==> config.mk <==
export PLATFORM = sky130hd
export DESIGN_NAME = edge_irq_ctrl
export DESIGN_NICKNAME = d
export VERILOG_FILES = /design/src/rtl/irqc_pkg.sv /design/src/rtl/irqc_edge_bank.sv /design/src/rtl/irqc_src_latch.sv /design/src/rtl/irqc_prio_arb.sv /design/src/rtl/edge_irq_ctrl.sv
export SDC_FILE = /design/constraint.sdc
export NUM_CORES = 1
export LEC_CHECK = 0
export ABC_CLOCK_PERIOD_IN_PS = 2000
export BUFFER_PORTS_ARGS = -buffer_cell sky130_fd_sc_hd__buf_2
export CAP_MARGIN = 20
export CELL_PAD_IN_SITES_DETAIL_PLACEMENT = 0
export CELL_PAD_IN_SITES_GLOBAL_PLACEMENT = 1
export CORE_ASPECT_RATIO = 1.1
export CORE_MARGIN = 1
export CORE_UTILIZATION = 29
export DETAILED_ROUTE_END_ITERATION = 8
export GPL_TIMING_DRIVEN = 0
export PLACE_DENSITY = 0.72
export SLEW_MARGIN = 20
export SYNTH_ARGS = -nofsm -noshare
export SYNTH_HDL_FRONTEND = slang
export SYNTH_SLANG_ARGS = --single-unit
==> constraint.sdc <==
create_clock -name clk -period 2 [get_ports clk]
set_clock_uncertainty 0.15 [all_clocks]
set_input_delay 0.4 -clock clk [delete_from_list [all_inputs] [get_ports clk]]
set_output_delay 0.4 -clock clk [all_outputs]
set_load 0.02 [all_outputs]
==> src/rtl/irqc_pkg.sv <==
package irqc_pkg;
  localparam int ADDR_W = 16;
  localparam int N_SRC  = 7;
  localparam int IDX_W  = $clog2(N_SRC);

  // Index order is also priority order: higher index wins.
  typedef enum logic [IDX_W-1:0] {
    SRC_USB   = 3'd0,
    SRC_SCI   = 3'd1,
    SRC_TIMER = 3'd2,
    SRC_EXT   = 3'd3,
    SRC_SUSP  = 3'd4,
    SRC_FLASH = 3'd5,
    SRC_TRAP  = 3'd6
  } src_e;

  localparam logic [ADDR_W-1:0] VEC_RESET = 16'hFFFE;

  function automatic logic [ADDR_W-1:0] vec_of(input logic [IDX_W-1:0] idx);
    case (idx)
      SRC_USB:   vec_of = 16'hFFEE;
      SRC_SCI:   vec_of = 16'hFFF0;
      SRC_TIMER: vec_of = 16'hFFF4;
      SRC_EXT:   vec_of = 16'hFFF6;
      SRC_SUSP:  vec_of = 16'hFFF8;
      SRC_FLASH: vec_of = 16'hFFFA;
      SRC_TRAP:  vec_of = 16'hFFFC;
      default:   vec_of = VEC_RESET;
    endcase
  endfunction
endpackage

==> src/rtl/irqc_edge_bank.sv <==
module irqc_edge_bank #(
  parameter int               N_EXT     = 8,
  parameter logic [N_EXT-1:0] RISE_MASK = 8'h33
) (
  input  logic             clk,
  input  logic             rst,
  input  logic [N_EXT-1:0] line,
  input  logic [N_EXT-1:0] en,
  input  logic [N_EXT-1:0] clr,
  output logic [N_EXT-1:0] pend,
  output logic             any
);
  logic [N_EXT-1:0] prev_q;
  logic [N_EXT-1:0] pend_q;
  logic [N_EXT-1:0] edge_hit;

  for (genvar i = 0; i < N_EXT; i++) begin : g_line
    if (RISE_MASK[i]) begin : g_rise
      assign edge_hit[i] = line[i] & ~prev_q[i];
    end else begin : g_fall
      assign edge_hit[i] = ~line[i] & prev_q[i];
    end
  end

  always_ff @(posedge clk) begin
    if (rst) begin
      // Rising lines start "high", falling lines "low": no edge at release.
      prev_q <= RISE_MASK;
      pend_q <= '0;
    end else begin
      prev_q <= line;
      pend_q <= (pend_q & ~clr) | (edge_hit & en);
    end
  end

  assign pend = pend_q;
  assign any  = |pend_q;
endmodule

==> src/rtl/irqc_src_latch.sv <==
module irqc_src_latch
  import irqc_pkg::*;
(
  input  logic             clk,
  input  logic             rst,
  input  logic [N_SRC-1:0] set_req,
  input  logic [N_SRC-1:0] clr_req,
  output logic [N_SRC-1:0] pend
);
  for (genvar i = 0; i < N_SRC; i++) begin : g_src
    if (i == int'(SRC_EXT)) begin : g_group
      // The external group keeps its state in the edge bank.
      assign pend[i] = 1'b0;
    end else begin : g_latch
      logic q;
      always_ff @(posedge clk) begin
        if (rst) q <= 1'b0;
        else     q <= (q & ~clr_req[i]) | set_req[i];
      end
      assign pend[i] = q;
    end
  end
endmodule

==> src/rtl/irqc_prio_arb.sv <==
module irqc_prio_arb #(
  parameter int N     = 7,
  parameter int IDX_W = 3
) (
  input  logic [N-1:0]     req,
  output logic [N-1:0]     gnt,
  output logic [IDX_W-1:0] gnt_idx,
  output logic             gnt_any
);
  always_comb begin
    gnt     = '0;
    gnt_idx = '0;
    for (int i = 0; i < N; i++) begin
      if (req[i]) begin
        gnt     = '0;
        gnt[i]  = 1'b1;
        gnt_idx = IDX_W'(i);
      end
    end
  end

  assign gnt_any = |req;
endmodule

==> src/rtl/edge_irq_ctrl.sv <==
module edge_irq_ctrl
  import irqc_pkg::*;
#(
  parameter int               N_EXT     = 8,
  parameter logic [N_EXT-1:0] RISE_MASK = 8'h33
) (
  input  logic              clk,
  input  logic              rst,
  input  logic [N_EXT-1:0]  ext_line,
  input  logic [N_EXT-1:0]  ext_en,
  input  logic [N_EXT-1:0]  ext_clr,
  input  logic [4:0]        periph_req,
  input  logic              trap_req,
  input  logic              instr_end,
  input  logic              set_mask,
  input  logic              clr_mask,
  input  logic              iret,
  output logic [N_EXT-1:0]  ext_pend,
  output logic              irq_ack,
  output logic [ADDR_W-1:0] irq_vector,
  output logic              irq_mask,
  output logic              wake_wait,
  output logic              wake_halt
);
  localparam logic [N_SRC-1:0] NMI_SET = N_SRC'(1) << SRC_TRAP;

  logic             ext_any;
  logic [N_SRC-1:0] int_set;
  logic [N_SRC-1:0] int_pend;
  logic [N_SRC-1:0] src_pend;
  logic [N_SRC-1:0] eligible;
  logic [N_SRC-1:0] gnt;
  logic [IDX_W-1:0] gnt_idx;
  logic             gnt_any;
  logic             take;
  logic             mask_q;
  logic             ack_q;
  logic [ADDR_W-1:0] vec_q;

  irqc_edge_bank #(
    .N_EXT    (N_EXT),
    .RISE_MASK(RISE_MASK)
  ) u_edge (
    .clk (clk),
    .rst (rst),
    .line(ext_line),
    .en  (ext_en),
    .clr (ext_clr),
    .pend(ext_pend),
    .any (ext_any)
  );

  assign int_set = {trap_req, periph_req[4:3], 1'b0, periph_req[2:0]};

  irqc_src_latch u_latch (
    .clk    (clk),
    .rst    (rst),
    .set_req(int_set),
    .clr_req(gnt & {N_SRC{take}}),
    .pend   (int_pend)
  );

  always_comb begin
    src_pend          = int_pend;
    src_pend[SRC_EXT] = ext_any;
  end

  assign eligible = mask_q ? (src_pend & NMI_SET) : src_pend;

  irqc_prio_arb #(
    .N    (N_SRC),
    .IDX_W(IDX_W)
  ) u_arb (
    .req    (eligible),
    .gnt    (gnt),
    .gnt_idx(gnt_idx),
    .gnt_any(gnt_any)
  );

  assign take = instr_end & gnt_any;

  always_ff @(posedge clk) begin
    if (rst) begin
      mask_q <= 1'b1;
      ack_q  <= 1'b0;
      vec_q  <= VEC_RESET;
    end else begin
      ack_q <= take;
      if (take) vec_q <= vec_of(gnt_idx);
      if (take || set_mask)       mask_q <= 1'b1;
      else if (clr_mask || iret)  mask_q <= 1'b0;
    end
  end

  assign irq_ack    = ack_q;
  assign irq_vector = vec_q;
  assign irq_mask   = mask_q;
  assign wake_wait  = |src_pend;
  assign wake_halt  = ext_any | src_pend[SRC_SUSP];
endmodule

==> reports/metrics.yaml <==
final_antenna_net_count: 0
fillerInstances: 422
end_of_the_worst_register_to_register_path: "irq_vector[1]$_SDFFE_PP1P_"
synth_seq_area_share_pct: 43.7
worstPathMaxFanout: 3
gr-usage-all-layers_pct: 13.7
synth.cells.most_frequent: "sky130_fd_sc_hd__dfxtp_1, sky130_fd_sc_hd__a21oi_1, sky130_fd_sc_hd__buf_4"
synthTopCellsByArea: "sky130_fd_sc_hd__dfxtp_1, sky130_fd_sc_hd__a21oi_1, sky130_fd_sc_hd__buf_4"
relSlewSlack_pct: 64.7
worst_ir_drop_vdd_mv: 0.493
globalRouteMet2Util_pct: 24.3
final_nets: 255
post-synth-top-count-cell: "sky130_fd_sc_hd__dfxtp_1"
rows: 25
post_layout_nonfiller_instances: 272
gr_busiest_metal: "met2"
yosys.cell_types.count: 31
worst_slew_pin_slew_ps: 529
worstSetupPathType: "flop to primary output"
areaGrowthSynthToFinish_pct: 46.0
tritoncts.num_buffers: 3
met1_grt_util_pct: 16.4
worst_path_largest_cell_delay_ps: 550
cts_num_sinks: 28
p_total_mw: 1.34
synth_edf_count: 0
root_buffer: "sky130_fd_sc_hd__clkbuf_8"
synth_warnings: 0
cpLargestDelayFamily: "simple AND/OR/NAND/NOR gates"
drt_iter0_markers: 52
critical_path.startpoint_type: "flop"
number_of_cells_produced_by_synthesis: 144
die_height_um: 71.8
rsz0062_at_grt: "true"
tritoncts: "yes"
detail_route.wl_per_cell_um: 11.4
finalWorstSetupSlack_ps: -219
global_route.overflow_total: 0
timing.hold.worst_path_depth: 2
grt_antenna_before_repair: 0
met3_layer_usage_reported_by_global_route_pct: 4.30
post-dp-hpwl_um: 2200
finalHoldViolations: 0
placed_cells: 258
crit_path_cell_trace: "or4_4 -> or3_4 -> buf_6"
viasPerCell: 4.40
final_layout_size_suffix_gt1_share_pct: 46.8
floorplan.die.width_um: 65.4
power.static_leakage_nw: 0.850
total_of_flip_flops_plus_latches_after_synthesis: 28
worstHoldStart: "ext_line[1]"
floorplan.die_area_um2: 4700
clock_transition_at_the_register_clock_pins_on_the_worst_setup_and_hold_paths_after_cts_ps: 90
post_synthesis_cell_area_um2: 1280
yosysTopAreaCellShare_pct: 43.7
drt_pass1_iterations: 3
syn_avg_cell_area_um2: 8.91
ys_async_sr_fraction_pct: 0
placeableCoreArea_um2: 4290
hold_path.class: "input port to flop"
antenna_cells: 0
violations: "setup timing"
detailroute.via_count: 1196
ff2ff_setup_slack_ps: -180
power_dens_cells_nw_per_um2: 715
critical-path-slowest-cell: "sky130_fd_sc_hd__or4_4"
global_route_wire_length_before_repair_um: 4970
cp.buffers_inverters: 1
top_level_ports: 64
gp_congestion: 0.849
report.final.slew_viol_count: 0
worstSetupEndpointType: "primary output"
htree_levels: 1
setup_viol: 7
portBuffers: 50
min_delay_worst_endpoint: "u_edge.prev_q[1]$_SDFF_PP1_"
min_period_ps: 2220
worst-endpoint-required_ps: 1450
ys.flop_type: "sky130_fd_sc_hd__dfxtp_1"
start_util_pct: 30.0
max_capacitance_violation_count: 0
clock.fmax_mhz: 451
drt_wl_total_um: 3110
critPathArrivalTime_ps: 1670
worstReg2RegStart: "u_edge.pend[5]$_SDFF_PP0_"
outcome: "finished with violations"
cts_buffer_depth: 2
worst_skew_pair.late_latency_ps: 270
totalNegativeSetupSlack_ps: -957
yosysTopAreaCell: "sky130_fd_sc_hd__dfxtp_1"
worst-r2r-cell-count: 8
grt_start_max_net_pins: 17
detail_route.drc_violations: 0
vias_in_the_first_global_route: 1117
final_min_period_over_clock_period_pct: 111
==> what timing repair did <==
| item | 4_1_cts | 5_1_grt |
|---|---|---|
| buffers inserted | 9 | 1 |
| hold buffers | 0 | 0 |
| gates resized for setup | 15 | 9 |
| endpoints found under the setup margin | 3 | 12 |
| pin swaps | 6 | 5 |
==> per-layer routing <==
layer	part of all wire [%]	up-vias
li1	-	623
met5	0	-
met2	48	43
met1	45	528
met4	0.13	0
met3	6.9	2
==> final cells by class <==
| type | instances | area (µm²) | area share [%] |
|---|---|---|---|
| Multi-Input combinational cell | 103 | 682 | 36.4 |
| Sequential cell | 28 | 568 | 30.3 |
| Timing Repair Buffer | 60 | 349 | 18.6 |
| Buffer | 18 | 118 | 6.28 |
| Tap cell | 54 | 67.6 | 3.60 |
| Clock buffer | 3 | 41.3 | 2.20 |
| Clock inverter | 1 | 30.0 | 1.60 |
| Inverter | 5 | 18.8 | 1.00 |
==> how the worst max path moves through the flow <==
stage,from,endpoint,cells after the start,slack [ps]
3_3_place_gp,u_edge.pend[0]$_SDFF_PP0_,wake_wait,4,-10
3_5_place_dp,u_edge.pend[0]$_SDFF_PP0_,wake_halt,3,-8
2_1_floorplan,u_edge.pend[0]$_SDFF_PP0_,u_latch.g_src[4].g_latch.q$_SDFF_PP0_,5,30
4_1_cts,u_edge.pend[1]$_SDFF_PP0_,wake_halt,3,-230
5_1_grt,u_edge.pend[1]$_SDFF_PP0_,wake_halt,3,-270
6_report,u_edge.pend[5]$_SDFF_PP0_,wake_halt,3,-220
==> placed cells by master, fill, tap and decap left out, drive strengths merged <==
| cell | Yosys | routed |
|---|---|---|
| a21o | 2 | 2 |
| a21oi | 18 | 18 |
| buf | 14 | 73 |
| bufinv | 0 | 1 |
| clkbuf | 4 | 8 |
| conb | 2 | 12 |
| dfxtp | 28 | 28 |
| inv | 5 | 5 |
| nand2 | 3 | 3 |
| nand2b | 9 | 9 |
| nand3 | 1 | 1 |
| nand3b | 9 | 9 |
| nand4 | 1 | 1 |
| nor2 | 11 | 11 |
| nor2b | 5 | 5 |
| nor3 | 4 | 4 |
| nor4 | 4 | 4 |
| o211a | 1 | 1 |
| o21ai | 3 | 3 |
| o21ba | 1 | 1 |
| o21bai | 1 | 1 |
| o221ai | 2 | 2 |
| o311ai | 1 | 1 |
| o31a | 1 | 1 |
| o31ai | 3 | 3 |
| o32ai | 1 | 1 |
| or2 | 6 | 6 |
| or3 | 2 | 2 |
| or4 | 2 | 2 |
==> registers in the layout (all words and copies together) (netlist names) <==
| register | flops |
|---|---|
| u_edge.prev_q | 8 |
| irq_vector | 4 |
| u_latch.g_src.g_latch.q | 6 |
| irq_ack | 1 |
| u_edge.pend | 8 |
| irq_mask | 1 |
==> power by group <==
group | switching (mW) | leakage [nW] | internal [mW] | total (mW)
Sequential | 0.0223 | 0.233 | 0.586 | 0.608
Combinational | 0.145 | 0.581 | 0.141 | 0.286
Clock | 0.178 | 0.0357 | 0.268 | 0.446
Total | 0.345 | 0.850 | 0.995 | 1.34
==> kinds of logic (layout without fill, tap and decap cells) <==
group	after synthesis	after routing	synth area share (%)
and+or+nand+nor	57	57	26.7
AOI/OAI and AO/OA	34	34	18.6
DFF	28	28	43.7
buffers and inverters	23	87	10.4
other	2	12	0.585
==> per-stage QoR <==
| stage | utilization [%] | worst slack, ps | hold slack [ps] | area [µm²] |
|---|---|---|---|---|
| 4_1_cts | 42.6 | -230 | 161 | 1830 |
| 3_5_place_dp | 38.2 | -8.01 | 300 | 1640 |
| 5_1_grt | 43.7 | -266 | 162 | 1870 |
| 2_1_floorplan | - | 29.9 | 295 | 1320 |
| 3_3_place_gp | 38.2 | -12.3 | 298 | 1640 |
| 6_report | 43.7 | -219 | 171 | 1870 |
No activity file was read; power rests on OpenSTA's default activity.
